===== src/rtl/sio_pkg.sv =====
package sio_pkg;
  localparam int MAXD = 9;
  localparam int FRW  = 13;

  function automatic logic [3:0] frame_bits(input logic len0, input logic len1);
    if (len0) return 4'd9;
    else if (len1) return 4'd7;
    else return 4'd8;
  endfunction

  function automatic logic [8:0] width_mask(input logic [3:0] n);
    return 9'h1FF >> (4'd9 - n);
  endfunction

  // sel: 0 odd, 1 even, 2 forced one, 3 forced zero
  function automatic logic parity_bit(input logic [8:0] d, input logic [3:0] n,
                                      input logic [1:0] sel);
    logic x;
    x = ^(d & width_mask(n));
    case (sel)
      2'd0:    return ~x;
      2'd1:    return x;
      2'd2:    return 1'b1;
      default: return 1'b0;
    endcase
  endfunction
endpackage


===== src/rtl/sio_baud.sv =====
module sio_baud #(
  parameter int DIV_W = 8
) (
  input  logic             clk,
  input  logic             rst,
  input  logic [DIV_W-1:0] presc,
  input  logic [DIV_W-1:0] baud,
  output logic             tick
);
  logic [DIV_W-1:0] pcnt;
  logic [DIV_W-1:0] bcnt;

  always_ff @(posedge clk) begin
    if (rst) begin
      pcnt <= '0;
      bcnt <= '0;
      tick <= 1'b0;
    end else begin
      tick <= 1'b0;
      if (pcnt >= presc) begin
        pcnt <= '0;
        if (bcnt >= baud) begin
          bcnt <= '0;
          tick <= 1'b1;
        end else begin
          bcnt <= bcnt + 1'b1;
        end
      end else begin
        pcnt <= pcnt + 1'b1;
      end
    end
  end

  a_r12_tick_spacing: assert property (@(posedge clk) disable iff (rst)
    (tick && presc != '0 && $stable(presc)) |=> !tick);
endmodule


===== src/rtl/sio_tx.sv =====
module sio_tx
  import sio_pkg::*;
#(
  parameter int OSR = 16
) (
  input  logic       clk,
  input  logic       rst,
  input  logic       tick,
  input  logic       sync,
  input  logic       start,
  input  logic [8:0] data,
  input  logic [3:0] nbits,
  input  logic       par_en,
  input  logic [1:0] psel,
  input  logic       two_stop,
  output logic       take,
  output logic       busy,
  output logic       txd
);
  localparam int OS_W = $clog2(OSR);

  logic [FRW-1:0]  sh;
  logic [FRW-1:0]  frm;
  logic [3:0]      rem;
  logic [3:0]      flen;
  logic [OS_W-1:0] ocnt;
  logic [OS_W-1:0] lim;

  assign lim = sync ? '0 : OS_W'(OSR - 1);

  always_comb begin
    frm    = '1;
    frm[0] = 1'b0;
    for (int i = 0; i < MAXD; i++) begin
      if (i < int'(nbits)) frm[i+1] = data[i];
    end
    if (par_en) frm[nbits + 4'd1] = parity_bit(data, nbits, psel);
    flen = 4'd2 + nbits + {3'b000, par_en} + {3'b000, two_stop};
  end

  assign take = start && !busy && (!sync || tick);
  assign txd  = sh[0];

  always_ff @(posedge clk) begin
    if (rst) begin
      sh   <= '1;
      busy <= 1'b0;
      rem  <= '0;
      ocnt <= '0;
    end else if (take) begin
      sh   <= frm;
      rem  <= flen;
      busy <= 1'b1;
      ocnt <= '0;
    end else if (busy && tick) begin
      if (ocnt == lim) begin
        ocnt <= '0;
        sh   <= {1'b1, sh[FRW-1:1]};
        rem  <= rem - 1'b1;
        if (rem == 4'd1) busy <= 1'b0;
      end else begin
        ocnt <= ocnt + 1'b1;
      end
    end
  end

  a_r3_idle_mark: assert property (@(posedge clk) disable iff (rst)
    !busy |-> txd);
  a_r3_len_live: assert property (@(posedge clk) disable iff (rst)
    busy |-> rem != 4'd0);
endmodule


===== src/rtl/sio_rx.sv =====
module sio_rx
  import sio_pkg::*;
#(
  parameter int OSR = 16
) (
  input  logic       clk,
  input  logic       rst,
  input  logic       tick,
  input  logic       sync,
  input  logic       rxd,
  input  logic [3:0] nbits,
  input  logic       par_en,
  input  logic [1:0] psel,
  output logic       done,
  output logic [8:0] data,
  output logic       ferr,
  output logic       perr,
  output logic       busy
);
  localparam int OS_W = $clog2(OSR);
  localparam logic [OS_W-1:0] MID = OS_W'(OSR / 2 - 1);

  typedef enum logic [1:0] {R_IDLE, R_START, R_DATA, R_STOP} rx_st_e;

  rx_st_e          st;
  logic [OS_W-1:0] ocnt;
  logic [OS_W-1:0] lim;
  logic [3:0]      bidx;
  logic [3:0]      payload;
  logic [9:0]      frm;

  assign lim     = sync ? '0 : OS_W'(OSR - 1);
  assign payload = nbits + {3'b000, par_en};
  assign busy    = (st != R_IDLE);

  always_ff @(posedge clk) begin
    if (rst) begin
      st   <= R_IDLE;
      ocnt <= '0;
      bidx <= '0;
      frm  <= '0;
      done <= 1'b0;
      data <= '0;
      ferr <= 1'b0;
      perr <= 1'b0;
    end else begin
      done <= 1'b0;
      if (tick) begin
        case (st)
          R_IDLE: if (!rxd) begin
            ocnt <= '0;
            bidx <= '0;
            st   <= sync ? R_DATA : R_START;
          end
          R_START: if (ocnt == MID) begin
            ocnt <= '0;
            st   <= rxd ? R_IDLE : R_DATA;
          end else begin
            ocnt <= ocnt + 1'b1;
          end
          R_DATA: if (ocnt == lim) begin
            ocnt      <= '0;
            frm[bidx] <= rxd;
            bidx      <= bidx + 1'b1;
            if (bidx == payload - 4'd1) st <= R_STOP;
          end else begin
            ocnt <= ocnt + 1'b1;
          end
          default: if (ocnt == lim) begin
            ocnt <= '0;
            st   <= R_IDLE;
            done <= 1'b1;
            ferr <= !rxd;
            data <= frm[8:0] & width_mask(nbits);
            perr <= par_en && (frm[nbits] != parity_bit(frm[8:0], nbits, psel));
          end else begin
            ocnt <= ocnt + 1'b1;
          end
        endcase
      end
    end
  end

  a_r6_done_from_stop: assert property (@(posedge clk) disable iff (rst)
    done |-> $past(st) == R_STOP);
  a_r6_index_bound: assert property (@(posedge clk) disable iff (rst)
    (st == R_DATA) |-> bidx <= 4'd10);
endmodule


===== src/rtl/sio_usart.sv =====
module sio_usart
  import sio_pkg::*;
#(
  parameter int OSR         = 16,
  parameter int SYNC_STAGES = 2
) (
  input  logic       clk,
  input  logic       rst,
  input  logic [2:0] addr,
  input  logic       wr_en,
  input  logic       rd_en,
  input  logic [7:0] wdata,
  output logic [7:0] rdata,
  input  logic       rx_in,
  output logic       tx_out,
  input  logic       sclk_in,
  output logic       sclk_out,
  output logic       sclk_oe,
  output logic       tx_irq,
  output logic       rx_irq
);
  localparam int DW = 8;
  localparam logic [2:0] A_TXD = 3'd0, A_RXD = 3'd1, A_CTRL = 3'd2, A_RSTAT = 3'd3,
                         A_ICLK = 3'd4, A_PRE = 3'd5, A_BAUD = 3'd6;

  // configuration
  logic          par_en, psel1, len1x, psel0, len0;
  logic          sync_md, ext_clk, two_stop, rx_ie, tx_ie;
  logic [DW-1:0] presc, baud;
  // buffers and status
  logic [DW-1:0] tbuf, rbuf;
  logic          tbfull, rbfull, rbit9, fe, oe, pe, attn;

  logic [3:0] nbits;
  logic [1:0] psel;
  assign nbits = frame_bits(len0, len1x);
  assign psel  = {psel1, psel0};

  // input synchronizers
  logic [SYNC_STAGES-1:0] rx_pipe;
  logic [SYNC_STAGES:0]   sc_pipe;
  logic rx_s, ext_rise, ext_fall;

  generate
    if (SYNC_STAGES > 1) begin : g_multi
      always_ff @(posedge clk) begin
        if (rst) begin
          rx_pipe <= '1;
          sc_pipe <= '1;
        end else begin
          rx_pipe <= {rx_pipe[SYNC_STAGES-2:0], rx_in};
          sc_pipe <= {sc_pipe[SYNC_STAGES-1:0], sclk_in};
        end
      end
    end else begin : g_single
      always_ff @(posedge clk) begin
        if (rst) begin
          rx_pipe <= '1;
          sc_pipe <= '1;
        end else begin
          rx_pipe <= rx_in;
          sc_pipe <= {sc_pipe[SYNC_STAGES-1:0], sclk_in};
        end
      end
    end
  endgenerate

  assign rx_s     = rx_pipe[SYNC_STAGES-1];
  assign ext_rise = sc_pipe[SYNC_STAGES-1] & ~sc_pipe[SYNC_STAGES];
  assign ext_fall = ~sc_pipe[SYNC_STAGES-1] & sc_pipe[SYNC_STAGES];

  // tick generation
  logic div_tick, sync_int, sclk_q, int_rise, int_fall, os_tick, tx_tick, rx_tick;

  sio_baud #(.DIV_W(DW)) u_baud (
    .clk(clk), .rst(rst), .presc(presc), .baud(baud), .tick(div_tick)
  );

  assign sync_int = sync_md & ~ext_clk;
  assign int_fall = sync_int & div_tick & sclk_q;
  assign int_rise = sync_int & div_tick & ~sclk_q;
  assign os_tick  = ext_clk ? ext_rise : div_tick;
  assign tx_tick  = sync_md ? (ext_clk ? ext_fall : int_fall) : os_tick;
  assign rx_tick  = sync_md ? (ext_clk ? ext_rise : int_rise) : os_tick;

  always_ff @(posedge clk) begin
    if (rst)           sclk_q <= 1'b1;
    else if (!sync_int) sclk_q <= 1'b1;
    else if (div_tick) sclk_q <= ~sclk_q;
  end
  assign sclk_out = sclk_q;

  // transmitter
  logic tx_take, tx_busy;
  sio_tx #(.OSR(OSR)) u_tx (
    .clk(clk), .rst(rst), .tick(tx_tick), .sync(sync_md), .start(tbfull),
    .data({len0 & len1x, tbuf}), .nbits(nbits), .par_en(par_en), .psel(psel),
    .two_stop(two_stop), .take(tx_take), .busy(tx_busy), .txd(tx_out)
  );

  // receiver
  logic       rx_done, rx_fe, rx_pe, rx_busy, rx_accept;
  logic [8:0] rx_data;
  sio_rx #(.OSR(OSR)) u_rx (
    .clk(clk), .rst(rst), .tick(rx_tick), .sync(sync_md), .rxd(rx_s),
    .nbits(nbits), .par_en(par_en), .psel(psel), .done(rx_done),
    .data(rx_data), .ferr(rx_fe), .perr(rx_pe), .busy(rx_busy)
  );
  assign rx_accept = !attn || rx_data[8];

  logic [DW-1:0] rd_mux;
  always_comb begin
    case (addr)
      A_RXD:   rd_mux = rbuf;
      A_CTRL:  rd_mux = {par_en, psel1, len1x, psel0, len0, fe | oe | pe, rbfull, ~tbfull};
      A_RSTAT: rd_mux = {fe, oe, pe, rbit9, attn, rx_busy, tx_busy, 1'b0};
      A_ICLK:  rd_mux = {sync_md, ext_clk, two_stop, 3'b000, rx_ie, tx_ie};
      A_PRE:   rd_mux = presc;
      A_BAUD:  rd_mux = baud;
      default: rd_mux = '0;
    endcase
  end

  always_ff @(posedge clk) begin
    if (rst) begin
      {par_en, psel1, len1x, psel0, len0} <= '0;
      {sync_md, ext_clk, two_stop, rx_ie, tx_ie} <= '0;
      presc   <= '0;
      baud    <= '0;
      tbuf    <= '0;
      rbuf    <= '0;
      tbfull  <= 1'b0;
      rbfull  <= 1'b0;
      rbit9   <= 1'b0;
      fe      <= 1'b0;
      oe      <= 1'b0;
      pe      <= 1'b0;
      attn    <= 1'b0;
      rdata   <= '0;
      tx_irq  <= 1'b0;
      rx_irq  <= 1'b0;
      sclk_oe <= 1'b0;
    end else begin
      if (wr_en) begin
        case (addr)
          A_TXD:   tbuf <= wdata;
          A_CTRL:  {par_en, psel1, len1x, psel0, len0} <= wdata[7:3];
          A_RSTAT: attn <= wdata[3];
          A_ICLK:  {sync_md, ext_clk, two_stop, rx_ie, tx_ie} <=
                     {wdata[7:5], wdata[1:0]};
          A_PRE:   presc <= wdata;
          A_BAUD:  baud <= wdata;
          default: ;
        endcase
      end
      if (tx_take) tbfull <= 1'b0;
      if (wr_en && addr == A_TXD) tbfull <= 1'b1;
      if (rd_en && addr == A_RXD) rbfull <= 1'b0;
      if (rd_en && addr == A_RSTAT) {fe, oe, pe} <= 3'b000;
      if (rx_done && rx_accept) begin
        if (attn) attn <= 1'b0;
        if (rbfull) begin
          oe <= 1'b1;
        end else begin
          rbuf   <= rx_data[7:0];
          rbit9  <= rx_data[8];
          rbfull <= 1'b1;
          fe     <= fe | rx_fe;
          pe     <= pe | rx_pe;
        end
      end
      if (rd_en) rdata <= rd_mux;
      tx_irq  <= tx_ie & ~tbfull;
      rx_irq  <= rx_ie & rbfull;
      sclk_oe <= sync_int;
    end
  end

  a_r10_write_fills: assert property (@(posedge clk) disable iff (rst)
    (wr_en && addr == A_TXD) |=> tbfull);
  a_r8_overrun_holds: assert property (@(posedge clk) disable iff (rst)
    (rx_done && rx_accept && rbfull) |=> (oe && $stable(rbuf)));
  a_r9_attn_drop: assert property (@(posedge clk) disable iff (rst)
    (rx_done && attn && !rx_data[8] && !(rd_en && addr == A_RXD))
      |=> ($stable(rbuf) && $stable(rbfull)));
  a_r11_rx_irq_src: assert property (@(posedge clk) disable iff (rst)
    $rose(rx_irq) |-> $past(rbfull));
endmodule


===== config.mk =====
export PLATFORM = sky130hd
export DESIGN_NAME = sio_usart
export DESIGN_NICKNAME = d
export VERILOG_FILES = /design/src/rtl/sio_pkg.sv /design/src/rtl/sio_baud.sv /design/src/rtl/sio_tx.sv /design/src/rtl/sio_rx.sv /design/src/rtl/sio_usart.sv
export SDC_FILE = /design/constraint.sdc
export NUM_CORES = 1
export LEC_CHECK = 0
export ABC_AREA = 1
export BUFFER_PORTS_ARGS = -buffer_cell sky130_fd_sc_hd__buf_2
export CORE_ASPECT_RATIO = 0.8
export CORE_UTILIZATION = 55
export CTS_CLUSTER_SIZE = 14
export DETAILED_ROUTE_END_ITERATION = 8
export PLACE_DENSITY = 0.69
export REMOVE_ABC_BUFFERS = 1
export SLEW_MARGIN = 20
export SYNTH_ARGS = -nofsm -noshare
export SYNTH_HDL_FRONTEND = slang
export SYNTH_SLANG_ARGS = --single-unit

===== constraint.sdc =====
create_clock -name clk -period 2.2 [get_ports clk]
set_input_delay 0.33 -clock clk [delete_from_list [all_inputs] [get_ports clk]]
set_output_delay 0.33 -clock clk [all_outputs]
set_load 0.01 [all_outputs]

**Word level (Yosys, flattened, before mapping)**

Index checks and enable logic that the tools add are counted.

- Bitwise operators: 27
- Mux-type cells: 80
- Reductions and logical operators: 47
- Magnitude comparators: 16
- $add $sub $neg: 13
- Equality and inequality tests: 20
- Shift-type cells: 1

Operators by type and width:

| kind | number |
|---|---|
| 13-bit two-way mux | 4 |
| 8-bit one-hot mux with 6 select lines | 1 |
| 1-bit two-way mux | 46 |
| 4-bit two-way mux | 11 |
| 9-bit AND | 2 |
| 9-bit parity | 2 |
| 4-bit by 1-bit adder with 4-bit output, second input constant | 4 |
| 8-bit by 1-bit adder with 8-bit output, second input constant | 2 |
| 8-bit >= comparator | 2 |
| 3-bit by 4-bit < comparator with 1-bit output, first input constant | 4 |
| 4-bit one-hot mux with 2 select lines | 2 |
| 2-bit AND reduction | 8 |
| 4-bit by 5-bit < comparator with 1-bit output, second input constant | 3 |
| 2-bit two-way mux | 7 |
| 13-bit bitwise mux | 1 |
| 4-bit by 1-bit adder with 4-bit output | 3 |
| 4-bit equality test | 3 |
| 1-bit inverter | 12 |
| 2-bit nonzero test | 6 |
| 10-bit bitwise mux | 1 |
| 1-bit logical AND | 10 |
| 1-bit AND | 9 |
| 3-bit equality test, second input constant | 3 |
| 3-bit AND reduction | 3 |
| other kinds (33) | 55 |

- Logic and storage cells: 247
- Flip-flop bits (word level): 137
- Output and inout bits: 13
- Bits of input ports: 17

**Logic depth before layout (Yosys ltp)**

- Word-level depth: 14
- Gate-level depth with buffers: 15
- Mapped depth without buffers: 15

**Hierarchy**

From an unflattened synthesis, not the netlist that was laid out.

- Cells, all modules: 1165
- Area, all modules: 8190.4 µm²

By module, submodules not included:

| module | instances | cells an instance | area an instance (µm²) |
|---|---|---|---|
| sio_usart | 1 | 387 | 2920.3 |
| sio_rx | 1 | 316 | 2109.5 |
| sio_tx | 1 | 281 | 1806.7 |
| sio_baud | 1 | 181 | 1353.8 |

**Least setup slack after synthesis**

No wires, ideal clock.

- Path type: register to register
- From: reg presc[5]
- To: reg u_baud.bcnt[0]
- Slack: 0.460 ns
- Arrival: 1.625 ns
- Data required time: 2.085 ns
- Stages on the path, launching flop included: 10
- Period minus slack after synthesis: 1.740 ns
- Buffers on the path: 1
- Cell sequence: dfxtp_1 -> inv_1 -> ha_1 -> a21oi_1 -> nor2_1 -> a211oi_1 -> nand3_1 -> buf_2 -> o22ai_1 -> inv_1

- Longest elaborated chain between the ends: 1

Ends and longest elaborated chain:

| item | line | source |
|---|---|---|
| from (decl) | sio_usart.sv:29 | `logic [DW-1:0] presc, baud;` |
| from (signal assigned) | sio_usart.sv:151 | `A_PRE: presc <= wdata;` |
| 8-bit >= comparator | sio_baud.sv:20 | `if (pcnt >= presc) begin` |
| to (signal assigned) | sio_baud.sv:26 | `bcnt <= bcnt + 1'b1;` |
| to (decl) | sio_baud.sv:11 | `logic [DIV_W-1:0] bcnt;` |

Every way passes these cells.
A chain may end at the register's enable or synchronous reset.

**Final worst setup path**

- From: reg len0
- To: reg u_rx.st[1]

- Longest elaborated chain between the ends: 6

Ends and longest elaborated chain:

| item | line | source |
|---|---|---|
| from (decl) | sio_usart.sv:27 | `logic par_en, psel1, len1x, psel0, len0;` |
| from (signal assigned) | sio_usart.sv:147 | `A_CTRL: {par_en, psel1, len1x, psel0, len0} <= wdata[7:3];` |
| 4-bit two-way mux | sio_pkg.sv:6 | `if (len0) return 4'd9;` |
| 4-bit by 1-bit adder with 4-bit output | sio_rx.sv:33 | `assign payload = nbits + {3'b000, par_en};` |
| 4-bit by 1-bit subtractor with 4-bit output | sio_rx.sv:65 | `if (bidx == payload - 4'd1) st <= R_STOP;` |
| 4-bit equality test | sio_rx.sv:65 |  |
| 2-bit by 1-bit != test with 1-bit output (no source line) | -- |  |
| 6-bit AND reduction (no source line) | -- |  |
| to (signal assigned) | sio_rx.sv:53 | `st <= sync ? R_DATA : R_START;` |
| to (signal assigned) | sio_rx.sv:57 | `st <= rxd ? R_IDLE : R_DATA;` |
| to (decl) | sio_rx.sv:25 | `rx_st_e st;` |

Every way passes these cells.

==> flow_summary.yaml <==
floorplanning:
  io_pins: 30
  dieArea_um2: 12710
  core-area_um2: 11740
  start_util_pct: 57.45
  die_h_um: 101.0
  rows: 35
  dieWidth_um: 125.8
critical_path:
  crit_family: "simple AND/OR/NAND/NOR gates"
  crit_arrival_ps: 2330
  crit_path_start_kind: "flop"
  path_cells: "nor2_1 > ha_1 > inv_1 > ha_1 > xor2_1 > a41oi_1 > or2_1 > o21ai_1 > nor2_1"
  reg2regPathDepth: 9
  path_class: "reg2reg"
  slowest_delay_ps: 360
  path_buf_inv: 1
  required_ps: 2490
  end_kind: "flop"
  slowest_stage: "dfxtp_1"
  cp_num_cells: 9
  cp_max_fo: 6
logic_synthesis:
  synthCells: 884
  synth_cell_type_count: 48
  ys_warn_count: 0
  synth-seq-cells: 137
  syn_avg_cell_area_um2: 7.628
  ys_seq_area_share_pct: 40.68
  yosys_most_used_dff: "dfxtp_1"
  synthesis.area_um2: 6743
  synth-edff-count: 0
  synthArstFlopShare_pct: 0
layout:
  areaGrowthSynthToFinish_pct: 13.79
  register_area_um2: 2743
  final_nets: 963
  fin_cells: 1074
  final_common_cell: "nand2_1"
  multiInputGateArea_um2: 3416
  diodes: 0
  fillers: 978
  fin_area_um2: 7672
  drive_gt1_share_pct: 12.20
  utilization_pct: 65.37
  final_cell_mix: "144 x nand2_1, 137 x dfxtp_1, 109 x inv_1"
worst_hold_path:
  holdPathStages: 2
  hp-class: "in2reg"
placed_design:
  dp_cells: 1043
  port-buffer-count: 29
  dpl_cell_area_um2: 7022
  dp_slack_ps: 104.0
  dp_hpwl_um: 12000
  place_congestion: 0.9439
power:
  internal_power_mw: 4.748
  seqPwrFrac_pct: 41.3
  combPwrFrac_pct: 9.1
  powerDensity_nw_per_um2: 821.7
  finalPower_mw: 6.304
  switching_share_pct: 24.68
  pwr-share-clk_pct: 49.6
  switchingPower_mw: 1.556
  power.leakage_nw: 3.168
  peakVddDrop_mv: 0.5735
grt:
  grt_max_degree: 51
  grt_first_pass_wirelength_um: 27360
  grtUsageTotal_pct: 27.70
  grt_pass1_vias: 5626
  antenna_found_initial: 0
  grt-ovfl-total: 0
outcome:
  status: "completed"
cts:
  cts_buffers: 17
  htree_levels: 4
  cts_tree: "built"
  hold_buffers: 0
  cts-root-buf: "clkbuf_16"
  clock_path_buffers: 2
  clock_latency_ps: 420
  clock-sinks: 137
  path_clk_slew_ps: 60
route:
  final_antenna_net_count: 0
  first_pass_iters: 5
  drt_iter0_markers: 468
  vias: 6080
  wl_um: 16700
  wl_per_cell_um: 15.55
  drc: 0
  routed_via_density: 5.661
sta:
  period_share_pct: 92.82
  rsz0062_at_grt: "false"
  fin_ws_ps: 157.9
  drv_slew: 0
  hold_viol: 0
  tns_ps: 0
  worstMarginPinSlew_ps: 603.9
  finalCriticalPeriod_ps: 2042
  fmax_ghz: 0.4897
  final-setup-viol-count: 0
  whs_ps: 89.60
  slew-limit-headroom_pct: 59.74
  fin_worst_skew_ps: 7.655
job:
  cap_viol_max_count: 0
## cells in the mapped netlist, types with 2 or more instances
master	n	share of area (%)
a211oi_1	18	2.0
a31oi_2	6	1.1
o22ai_1	11	1.0
o31ai_1	3	0.33
inv_2	7	0.39
or2_2	5	0.46
clkbuf_1	17	0.95
nor3_1	14	1.0
nand3b_1	3	0.33
ha_1	31	5.8
buf_2	8	0.59
a21oi_1	91	6.8
xor2_1	17	2.2
o211ai_1	2	0.22
nor3b_1	3	0.33
o221ai_1	5	0.65
nor4_1	4	0.37
nor2_8	2	0.59
o21ai_0	87	6.5
nor2_1	69	3.8
or2_1	2	0.19
nand3_1	40	3.0
o21ai_2	2	0.26
nand2_4	5	0.83
nand4_1	9	0.83
xnor2_1	7	0.91
o21ai_1	3	0.22
nand2_2	3	0.28
dfxtp_1	137	41
o211ai_2	3	0.56
nand2_1	144	8.0
inv_1	110	6.1
## power by group through the flow
stage / clock network, mW / registers [mW] / logic (mW)
floorplan: 0 / 2.64 / 0.380
global placement: 0 / 2.65 / 0.541
detailed placement: 0 / 2.66 / 0.564
CTS: 3.15 / 2.60 / 0.569
global route: 3.27 / 2.61 / 0.640
finish: 3.13 / 2.60 / 0.577
## path summary, 6_finish.rpt
| check | start | to | slack [ps] |
|---|---|---|---|
| min | sclk_in | sc_pipe[0]$_SDFF_PP1_ | 90 |
| min reg2reg | sc_pipe[0]$_SDFF_PP1_ | sc_pipe[1]$_SDFF_PP1_ | 410 |
| max | len0$_SDFFE_PP0P_ | u_rx.st[1]$_SDFFE_PP0P_ | 160 |
| max reg2reg | len0$_SDFFE_PP0P_ | u_rx.st[1]$_SDFFE_PP0P_ | 160 |
## state kept, by name (all words and copies together) (netlist names), 2 cells and up
name / cells
u_tx.sh: 13
u_baud.pcnt: 8
baud: 8
u_rx.bidx: 4
u_rx.frm: 10
u_rx.st: 2
sc_pipe: 3
rdata: 8
u_baud.bcnt: 8
rbuf: 8
presc: 8
u_tx.ocnt: 4
tbuf: 8
u_rx.ocnt: 4
u_tx.rem: 4
u_rx.data: 9
rx_pipe: 2
## per-layer routing
metal | up-vias | GRT usage, % | part of all wire [%]
li1 | 3023 | - | -
met1 | 2832 | 36.44 | 47
met2 | 189 | 44.91 | 45
met3 | 36 | 5.626 | 6.2
met4 | 0 | 10.94 | 2.2
met5 | - | 0 | 0
## layout make-up
| class | instances | share of cell area, % |
|---|---|---|
| Clock inverter | 14 | 2.870 |
| Timing Repair Buffer | 38 | 2.935 |
| Sequential cell | 137 | 35.75 |
| Multi-Input combinational cell | 600 | 44.52 |
| Clock buffer | 17 | 5.545 |
| Tap cell | 148 | 2.414 |
| Inverter | 120 | 5.969 |
## kinds of logic after synthesis
kind of cell    count (synthesis)  share of synthesized area [%]
xor+xnor                       24                          3.117
buf+inv                       147                          8.740
flops                         137                          40.68
compound gates                236                          20.62
simple gates                  308                          20.80
fa+ha+maj                      32                          6.049
## repair_timing
action,4_1_cts,5_1_grt
resized for setup,0,1
setup endpoints to repair,0,1
setup buffers,0,0
Power figures use the tool's default switching activity.
